[config.mk]
export PLATFORM = sky130hd
export DESIGN_NAME = spawn_join_dispatch
export DESIGN_NICKNAME = d
export VERILOG_FILES = /design/src/rtl/dispatch_pkg.sv /design/src/rtl/fa_unit.sv /design/src/rtl/tcu_slot.sv /design/src/rtl/spawn_join_dispatch.sv
export SDC_FILE = /design/constraint.sdc
export NUM_CORES = 1
export LEC_CHECK = 0
export BUFFER_PORTS_ARGS = -buffer_cell sky130_fd_sc_hd__buf_4
export CAP_MARGIN = 10
export CORE_ASPECT_RATIO = 0.75
export CORE_MARGIN = 1
export CORE_UTILIZATION = 50
export CTS_CLUSTER_SIZE = 40
export DETAILED_ROUTE_END_ITERATION = 10
export HOLD_SLACK_MARGIN = 0.03
export PLACE_DENSITY_LB_ADDON = 0.1
export SLEW_MARGIN = 30
export SYNTH_ARGS = -nofsm -noshare
export SYNTH_HDL_FRONTEND = slang
export SYNTH_SLANG_ARGS = --single-unit
[constraint.sdc]
create_clock -name clk -period 6.6 [get_ports clk]
set_input_delay 1.32 -clock clk [delete_from_list [all_inputs] [get_ports clk]]
set_output_delay 1.32 -clock clk [all_outputs]
set_load 0.02 [all_outputs]
[src/rtl/dispatch_pkg.sv]
package dispatch_pkg;
    typedef enum logic {
        PH_IDLE = 1'b0,
        PH_RUN  = 1'b1
    } phase_e;
endpackage

[src/rtl/fa_unit.sv]
module fa_unit #(
    parameter int N = 4,
    parameter int W = 8
) (
    input  logic [N-1:0]        req,
    input  logic [W-1:0]        base,
    output logic [N-1:0][W-1:0] grant,
    output logic [W-1:0]        next_base
);
    // Requests are ranked by index. Each requester gets base plus the
    // number of lower-index requesters.
    always_comb begin
        logic [W-1:0] acc;
        acc = base;
        for (int i = 0; i < N; i++) begin
            grant[i] = acc;
            if (req[i]) acc = acc + W'(1);
        end
        next_base = acc;
    end
endmodule

[src/rtl/tcu_slot.sv]
module tcu_slot #(
    parameter int IDX  = 0,
    parameter int ID_W = 8,
    parameter int GR_W = 10
) (
    input  logic            clk,
    input  logic            rst_n,
    input  logic            start,
    input  logic [GR_W-1:0] bcast_count,
    input  logic            done,
    input  logic [GR_W-1:0] grant,
    output logic            req,
    output logic            run,
    output logic [ID_W-1:0] id
);
    typedef struct packed {
        logic            run;
        logic [GR_W-1:0] id;
    } slot_s;

    slot_s s_d, s_q;

    always_comb begin
        s_d = s_q;
        req = s_q.run & done;
        if (start) begin
            s_d.run = (GR_W'(IDX) < bcast_count);
            s_d.id  = GR_W'(IDX);
        end else if (req) begin
            if (grant >= bcast_count) begin
                s_d.run = 1'b0;
            end else begin
                s_d.id = grant;
            end
        end
    end

    always_ff @(posedge clk or negedge rst_n) begin
        if (!rst_n) s_q <= '0;
        else        s_q <= s_d;
    end

    assign run = s_q.run;
    assign id  = s_q.id[ID_W-1:0];

    // A running unit always holds an ID below the broadcast count.
    a_r5_below_count: assert property (@(posedge clk) disable iff (!rst_n)
        s_q.run |-> (s_q.id < bcast_count));

    // Without done, a running unit keeps both its run state and its ID.
    a_r6_hold: assert property (@(posedge clk) disable iff (!rst_n)
        (s_q.run && !done && !start) |=> (s_q.run && $stable(s_q.id)));

    // A done pulse either stops the unit or moves it to a new ID.
    a_r3_new_id: assert property (@(posedge clk) disable iff (!rst_n)
        (s_q.run && done) |=> (!s_q.run || (s_q.id != $past(s_q.id))));
endmodule

[src/rtl/spawn_join_dispatch.sv]
module spawn_join_dispatch
    import dispatch_pkg::*;
#(
    parameter int NUM_TCU = 4,
    parameter int ID_W    = 6
) (
    input  logic                      clk,
    input  logic                      rst_n,
    input  logic                      spawn_valid,
    input  logic [ID_W-1:0]           spawn_count,
    input  logic [NUM_TCU-1:0]        tcu_done,
    output logic [NUM_TCU-1:0]        tcu_run,
    output logic [NUM_TCU*ID_W-1:0]   tcu_id,
    output logic                      busy,
    output logic                      join_pulse,
    output logic                      spawn_reject
);
    localparam int GR_W = ID_W + 2;

    typedef struct packed {
        phase_e          phase;
        logic [GR_W-1:0] count;
        logic [GR_W-1:0] gr;
        logic            join_p;
        logic            reject;
    } ctl_s;

    ctl_s s_d, s_q;

    logic                           start;
    logic [GR_W-1:0]                bcast;
    logic [NUM_TCU-1:0]             req;
    logic [NUM_TCU-1:0][GR_W-1:0]   grant;
    logic [GR_W-1:0]                gr_next;

    assign start = spawn_valid && (s_q.phase == PH_IDLE);
    assign bcast = start ? GR_W'(spawn_count) : s_q.count;

    fa_unit #(.N(NUM_TCU), .W(GR_W)) u_fa (
        .req       (req),
        .base      (s_q.gr),
        .grant     (grant),
        .next_base (gr_next)
    );

    for (genvar g = 0; g < NUM_TCU; g++) begin : g_slot
        tcu_slot #(.IDX(g), .ID_W(ID_W), .GR_W(GR_W)) u_slot (
            .clk         (clk),
            .rst_n       (rst_n),
            .start       (start),
            .bcast_count (bcast),
            .done        (tcu_done[g]),
            .grant       (grant[g]),
            .req         (req[g]),
            .run         (tcu_run[g]),
            .id          (tcu_id[g*ID_W +: ID_W])
        );
    end

    always_comb begin
        s_d        = s_q;
        s_d.join_p = 1'b0;
        s_d.reject = spawn_valid && (s_q.phase == PH_RUN);
        case (s_q.phase)
            PH_IDLE: begin
                if (spawn_valid) begin
                    s_d.phase = PH_RUN;
                    s_d.count = GR_W'(spawn_count);
                    s_d.gr    = GR_W'(NUM_TCU);
                end
            end
            default: begin
                s_d.gr = gr_next;
                if (tcu_run == '0) begin
                    s_d.phase  = PH_IDLE;
                    s_d.join_p = 1'b1;
                end
            end
        endcase
    end

    always_ff @(posedge clk or negedge rst_n) begin
        if (!rst_n) s_q <= '0;
        else        s_q <= s_d;
    end

    assign busy         = (s_q.phase == PH_RUN);
    assign join_pulse   = s_q.join_p;
    assign spawn_reject = s_q.reject;

    a_r7_join_single: assert property (@(posedge clk) disable iff (!rst_n)
        s_q.join_p |=> !s_q.join_p);

    a_r7_join_all_retired: assert property (@(posedge clk) disable iff (!rst_n)
        s_q.join_p |-> (tcu_run == '0 && s_q.phase == PH_IDLE));

    a_r8_reject: assert property (@(posedge clk) disable iff (!rst_n)
        (spawn_valid && busy) |=> (spawn_reject && $stable(s_q.count)));

    a_r4_advance: assert property (@(posedge clk) disable iff (!rst_n)
        busy |=> (s_q.gr == $past(s_q.gr) + GR_W'($past($countones(req)))));

    a_r2_idle_no_run: assert property (@(posedge clk) disable iff (!rst_n)
        !busy |-> (tcu_run == '0));
endmodule

Word-level counts from Yosys, hierarchy flattened. Index checks and enable logic that the tools add are counted.

Bits of input ports: 13. Logic and storage cells: 82. Register bits after elaboration: 45.

Equal/unequal tests: 4. Bitwise gates (word level): 5. Add/subtract/negate cells: 4. $lt $le $gt $ge: 8. Reductions and logical operators: 21. Multiplexer cells: 27.

Operator list (number): 8-bit 2-to-1 mux (9); 9-bit 2-to-1 mux (8); 8-bit by 1-bit adder with 8-bit output, second input constant (4); 8-bit by 6-bit greater-or-equal comparator with 1-bit output (4); 2-bit AND reduction (9); 2-bit nonzero test (9); 17-bit 2-to-1 mux (1); 1-bit by 6-bit < comparator with 1-bit output, first input constant (2); 2-bit by 6-bit < comparator with 1-bit output, first input constant (2); 1-bit 2-to-1 mux (8); 2-bit inequality test, second input constant (4); 6-bit 2-to-1 mux (1); 1-bit AND (4); 4-bit logical NOT (1); 1-bit logical AND (2); 1-bit inverter (1).

Logic depth before layout (Yosys ltp).
Depth after elaboration: 10. Depth in mapped cells: 18. Mapped depth without buffers: 17.

Modules after synthesis. A second synthesis with hierarchy kept.

Cell total of the unflattened synthesis: 411. Area, all modules: 3776.1 um^2.

By module, submodules not included: fa_unit (area each 933.4 um^2, instances 1, cells each 123); spawn_join_dispatch (area each 646.9 um^2, instances 1, cells each 43); tcu_slot (g_slot[3].u_slot) (area each 569.3 um^2, instances 1, cells each 63); tcu_slot (g_slot[0].u_slot) (area each 545.5 um^2, instances 1, cells each 60); tcu_slot (g_slot[2].u_slot) (area each 541.8 um^2, instances 1, cells each 61); tcu_slot (g_slot[1].u_slot) (area each 539.3 um^2, instances 1, cells each 61).

Worst setup path before layout. OpenSTA, ideal clock, no wires.

Path type: in2reg. From: input port tcu_done[0]. To: register g_slot[3].u_slot.s_q, in the netlist g_slot[3].u_slot.id[3]. Required time: 6463 ps. Buffers on the path: 0. Arrival: 4552 ps. Slack: 1911 ps. Stages on the path: 17. Library setup time: 137 ps. Cells stage by stage: nand2_1 -> mux2_2 -> ha_1 -> mux2_2 -> ha_1 -> nand2_1 -> nor3_1 -> o211ai_1 -> o41ai_1 -> xnor2_1 -> inv_1 -> ha_1 -> nor2b_1 -> o21ai_0 -> or2b_4 -> o31ai_1 -> a21oi_1.

Word-level cells in the longest chain between the ends: 9. Elaborated cells between the ends (all ways): 12.

RTL lines: start: declaration (RTL line spawn_join_dispatch.sv:11) `input logic [NUM_TCU-1:0] tcu_done,`; 1-bit AND (*) (RTL line tcu_slot.sv:25) `req = s_q.run & done;`; 8-bit 2-to-1 mux (*) (RTL line fa_unit.sv:17) `if (req[i]) acc = acc + W'(1);`; 8-bit by 1-bit adder with 8-bit output (RTL line fa_unit.sv:17); 8-bit 2-to-1 mux (*) (RTL line fa_unit.sv:17); 8-bit by 1-bit adder with 8-bit output (RTL line fa_unit.sv:17); 8-bit 2-to-1 mux (*) (RTL line fa_unit.sv:17); 8-bit by 6-bit greater-or-equal comparator with 1-bit output / 8-bit 2-to-1 mux (equally long branches) (RTL line tcu_slot.sv:30) `if (grant >= bcast_count) begin`; 2-bit inequality test (no line) / 9-bit 2-to-1 mux (equally long branches); 2-bit AND reduction (no line) / 9-bit 2-to-1 mux (equally long branches); end signal: assignment (RTL line tcu_slot.sv:39) `if (!rst_n) s_q <= '0;`; end signal: assignment (RTL line tcu_slot.sv:40) `else s_q <= s_d;`; end: declaration (RTL line tcu_slot.sv:21) `slot_s s_d, s_q;`.

Mark *: on every way between the ends. The rest lies on a longest branch, timed or not. The select of a mux whose other input is x is not followed. A chain may end at the register's enable or synchronous reset.

Worst setup path in the final report.
From: input port tcu_done[0]. To: register g_slot[3].u_slot.s_q, in the netlist g_slot[3].u_slot.id[5].

Same word-level chain as after synthesis.

==> summary.md <==
| Metric | Value |
|---|---|
| Port Buffers | `43` |
| Top-Level Pins | `44` |
| Worst R2R End | `g_slot[3].u_slot.id[5]$_DFFE_PN0P_` |
| CP max stage delay | `0.53 ns` |
| Worst-skew pair later-pin latency | `0.31 ns` |
| Ys flop type | `dfrtp_1` |
| Combinational family with the most area after synthesis | `simple AND/OR/NAND/NOR gates` |
| FF-to-FF path depth | `17` |
| Max Cap Viol | `0` |
| Most common cell in the netlist | `dfrtp_1` |
| Initial Utilization | `0.529` |
| First-pass GRT wire length | `14000 um` |
| Post-synthesis mux area share | `0.0796` |
| Cell taking the most area after synthesis | `dfrtp_1` |
| Pleak | `1.78 nW` |
| All-Layer GR Usage | `0.252` |
| Clock Sinks | `45` |
| # diodes | `0` |
| Number of flops mapped to enable cells by yosys | `0` |
| Worst Hold Class | `register to register` |
| Most used cell, CP | `ha_1` |
| Flop2flop setup slack | `1.65 ns` |
| Total grt overflow | `0` |
| Hold Fails Final Rpt | `0` |
| WHS Endpoint | `g_slot[2].u_slot.id[1]$_DFFE_PN0P_` |
| DRC Markers | `0` |
| Worst setup EP type | `register` |
| Postcts setup bufs | `0` |
| Placer congestion estimate | `0.910` |
| Avg Vias per Cell | `5.86` |
| Startpoint Class | `input pin` |
| RSZ-0062 raised after global routing | `false` |
| Layout cells sized above 1 | `0.208` |
| Final antenna-violating net count | `0` |
| Fillers | `555` |
| Reg2reg start | `s_q[3]$_DFFE_PN0P_` |
| Slew HR | `0.445` |
| Worst Path Arrival | `5.55 ns` |
| Die Span X | `97.4 um` |
| Outcome | `finished clean` |
| Area growth syn-to-layout | `12.9%` |
| CTS tree | `built` |
| Xor/xnor share of the synthesized area | `0.0847` |
| Final net count | `429` |
| Die Y | `73.5 um` |
| Fraction of registers with async set/reset | `1.00` |
| Layout Skew | `0.00788 ns` |
| Vias after detailed routing | `2754` |
| Largest net degree at the start of global routing | `46` |
| Final worst path period need | `5.34 ns` |
| Seq/Total Area, Yosys | `0.330` |
| Num CTS Buffers | `5` |
| Core ar. | `0.00644 mm2` |
| Worst-path cell chain | `buf_4 > nand2_1 > mux2_2 > ha_1 > mux2_2 > ha_1 > nand2_1 > nor3_1 > o211ai_1 > o41ai_1 > xnor2_1 > inv_1 > ha_1 > nor2b_1 > o21ai_0 > nor2b_1 > a31oi_1 > nor3_1` |
| Site Rows | `25` |
| Reg clk slew, reported paths | `0.09 ns` |
| Crit share post-route | `0.809` |
| Final Slew Violations | `0` |
| Die area | `0.00716 mm2` |
| Detailed Route WL | `8450 um` |
| Post-CTS Hold Buffers | `0` |
| Post-synthesis cell count | `352` |
| Dominant cells by area after synthesis | `dfrtp_1 33%, ha_1 10%, mux2i_1 5.9%` |
| Power Density | `558 mW/mm2` |
| Post-Syn Area | `0.00341 mm2` |
| Post-synthesis adder-cell area fraction | `0.103` |
| Crit path max fanout | `9` |
| Pin slew with the least headroom to its limit | `0.827 ns` |
| Setup TNS | `0 ns` |
| Min-delay src | `g_slot[2].u_slot.id[1]$_DFFE_PN0P_` |
| Share of the synthesized area in the top cell type | `0.330` |
| Cts repair resizes | `0` |
| CTS root buf | `clkbuf_8` |
| Peak Freq | `187 MHz` |
| H-tree depth | `2` |
| Compound-Gate Fraction of Synth Area | `0.160` |
| Worst path slowest cell | `xnor2_1` |
| Total power | `2.15 mW` |
| Maximum VDD drop | `0.000224 V` |
| Pre-antenna DRT Iters | `5` |
| Mean Syn Cell Area | `9.69 um2` |
| Setup CP Type | `input pin to register` |
| Top cells by count, synth | `45 x dfrtp_1, 28 x ha_1, 27 x nor2_1` |
| Clock Path Buffers | `2` |
| Initial antenna violation count | `0` |
| First DRT Iteration DRCs | `155` |
| Post-synth net total | `393` |
| Simple-gate share of the synthesized area | `0.185` |
| Netlist cell types | `72` |
| Hold path cells | `2` |
| Crit path required time | `6.81 ns` |
| Synthesized flop and latch total | `45` |
| DR WL/cell | `18.0 um` |
| # setup viols final | `0` |
| Yosys Warn Count | `0` |
| Vias in the first global route | `2704` |
| Placed wire-length estimate | `6340 um` |
==> layer usage <==
metal	track usage	part of all wire
met4	0.0523	0.013
met2	0.395	0.43
met5	0	0
met1	0.356	0.49
met3	0.0618	0.063
==> cell usage in the layout, fill, tap and decap left out, drive strengths merged, types with 3 or more instances in the layout <==
cell type / Yosys / layout
buf: 8 / 44
nor2: 27 / 27
xor2: 6 / 6
clkinv: 2 / 3
clkbuf: 7 / 6
nand3: 7 / 7
inv: 22 / 22
and2: 6 / 6
o21ai: 11 / 11
mux2: 4 / 4
o31ai: 3 / 3
a21o: 16 / 16
a21oi: 15 / 15
mux2i: 21 / 21
nand4: 3 / 3
nor2b: 3 / 3
nand2b: 10 / 10
nor3: 16 / 16
dfrtp: 45 / 45
ha: 28 / 28
xnor2: 18 / 18
a211oi: 4 / 4
and3: 3 / 3
a31oi: 6 / 6
nor4: 9 / 9
nand2: 22 / 22
==> kinds of logic (layout without fill, tap and decap cells) <==
kind of cell             Yosys count  in the layout
adder cells (fa/ha/maj)           28             28
XOR/XNOR                          24             24
buffers and inverters             39             76
AND/OR/NAND/NOR                  117            117
AO/OA/AOI/OAI                     74             74
multiplexers                      25             25
flip-flops                        45             45
==> where the power goes <==
group	internal (mW)	switching (mW)	leakage (nW)
Combinational	0.593	0.812	1.17
Sequential	0.396	0.133	0.556
Clock	0.114	0.101	0.0554
==> final cells by class <==
type | instances | area [um2] | area share
multi-input cells | 268 | 2090 | 0.542
flip-flops and latches | 45 | 1130 | 0.292
repair buffers | 44 | 330 | 0.0857
well taps | 81 | 101 | 0.0263
inverters | 24 | 95.1 | 0.0247
clock buffers | 6 | 72.6 | 0.0188
clock inverters | 2 | 38.8 | 0.0101
==> stage by stage <==
| step | util | instance area [um2] | cells | setup WS (ns) | hold slack [ns] |
|---|---|---|---|---|---|
| after floorplan | - | 3410 | 352 | 1.91 | 0.507 |
| after global placement | 0.581 | 3740 | 462 | 1.16 | 0.495 |
| after detailed placement | 0.581 | 3740 | 462 | 1.15 | 0.493 |
| after CTS | 0.598 | 3850 | 470 | 1.41 | 0.514 |
| after global routing | 0.598 | 3850 | 470 | 1.02 | 0.543 |
| final | 0.598 | 3850 | 470 | 1.26 | 0.505 |
==> worst max-delay path by stage <==
stage | start | endpoint | slack [ns] | cells past startpoint
after floorplan | tcu_done[0] | g_slot[3].u_slot.id[3]$_DFFE_PN0P_ | 1.91 | 17
after global placement | tcu_done[0] | g_slot[3].u_slot.id[2]$_DFFE_PN0P_ | 1.16 | 18
after detailed placement | tcu_done[0] | g_slot[3].u_slot.id[5]$_DFFE_PN0P_ | 1.15 | 18
after CTS | tcu_done[0] | g_slot[3].u_slot.id[5]$_DFFE_PN0P_ | 1.41 | 18
after global routing | tcu_done[0] | g_slot[3].u_slot.id[5]$_DFFE_PN0P_ | 1.02 | 18
final | tcu_done[0] | g_slot[3].u_slot.id[5]$_DFFE_PN0P_ | 1.26 | 18
==> sequential cells by signal, indices dropped and copies added (netlist names) <==
| name | cells |
|---|---|
| g_slot.u_slot.id | 24 |
| busy | 1 |
| join_pulse | 1 |
| s_q | 14 |
| spawn_reject | 1 |
| g_slot.u_slot.run | 4 |
==> critical path: cells and delay by family <==
| kind | cells | cell delay, ns |
|---|---|---|
| xor gates and xnor gates | 1 | 0.53 |
| and+or+nand+nor | 6 | 1.16 |
| buffers and inverters | 2 | 0.32 |
| adders and majority gates | 3 | 0.85 |
| muxes | 2 | 0.72 |
| AOI/OAI and AO/OA | 4 | 0.66 |
Note: power is estimated with default switching activity, not from simulation.
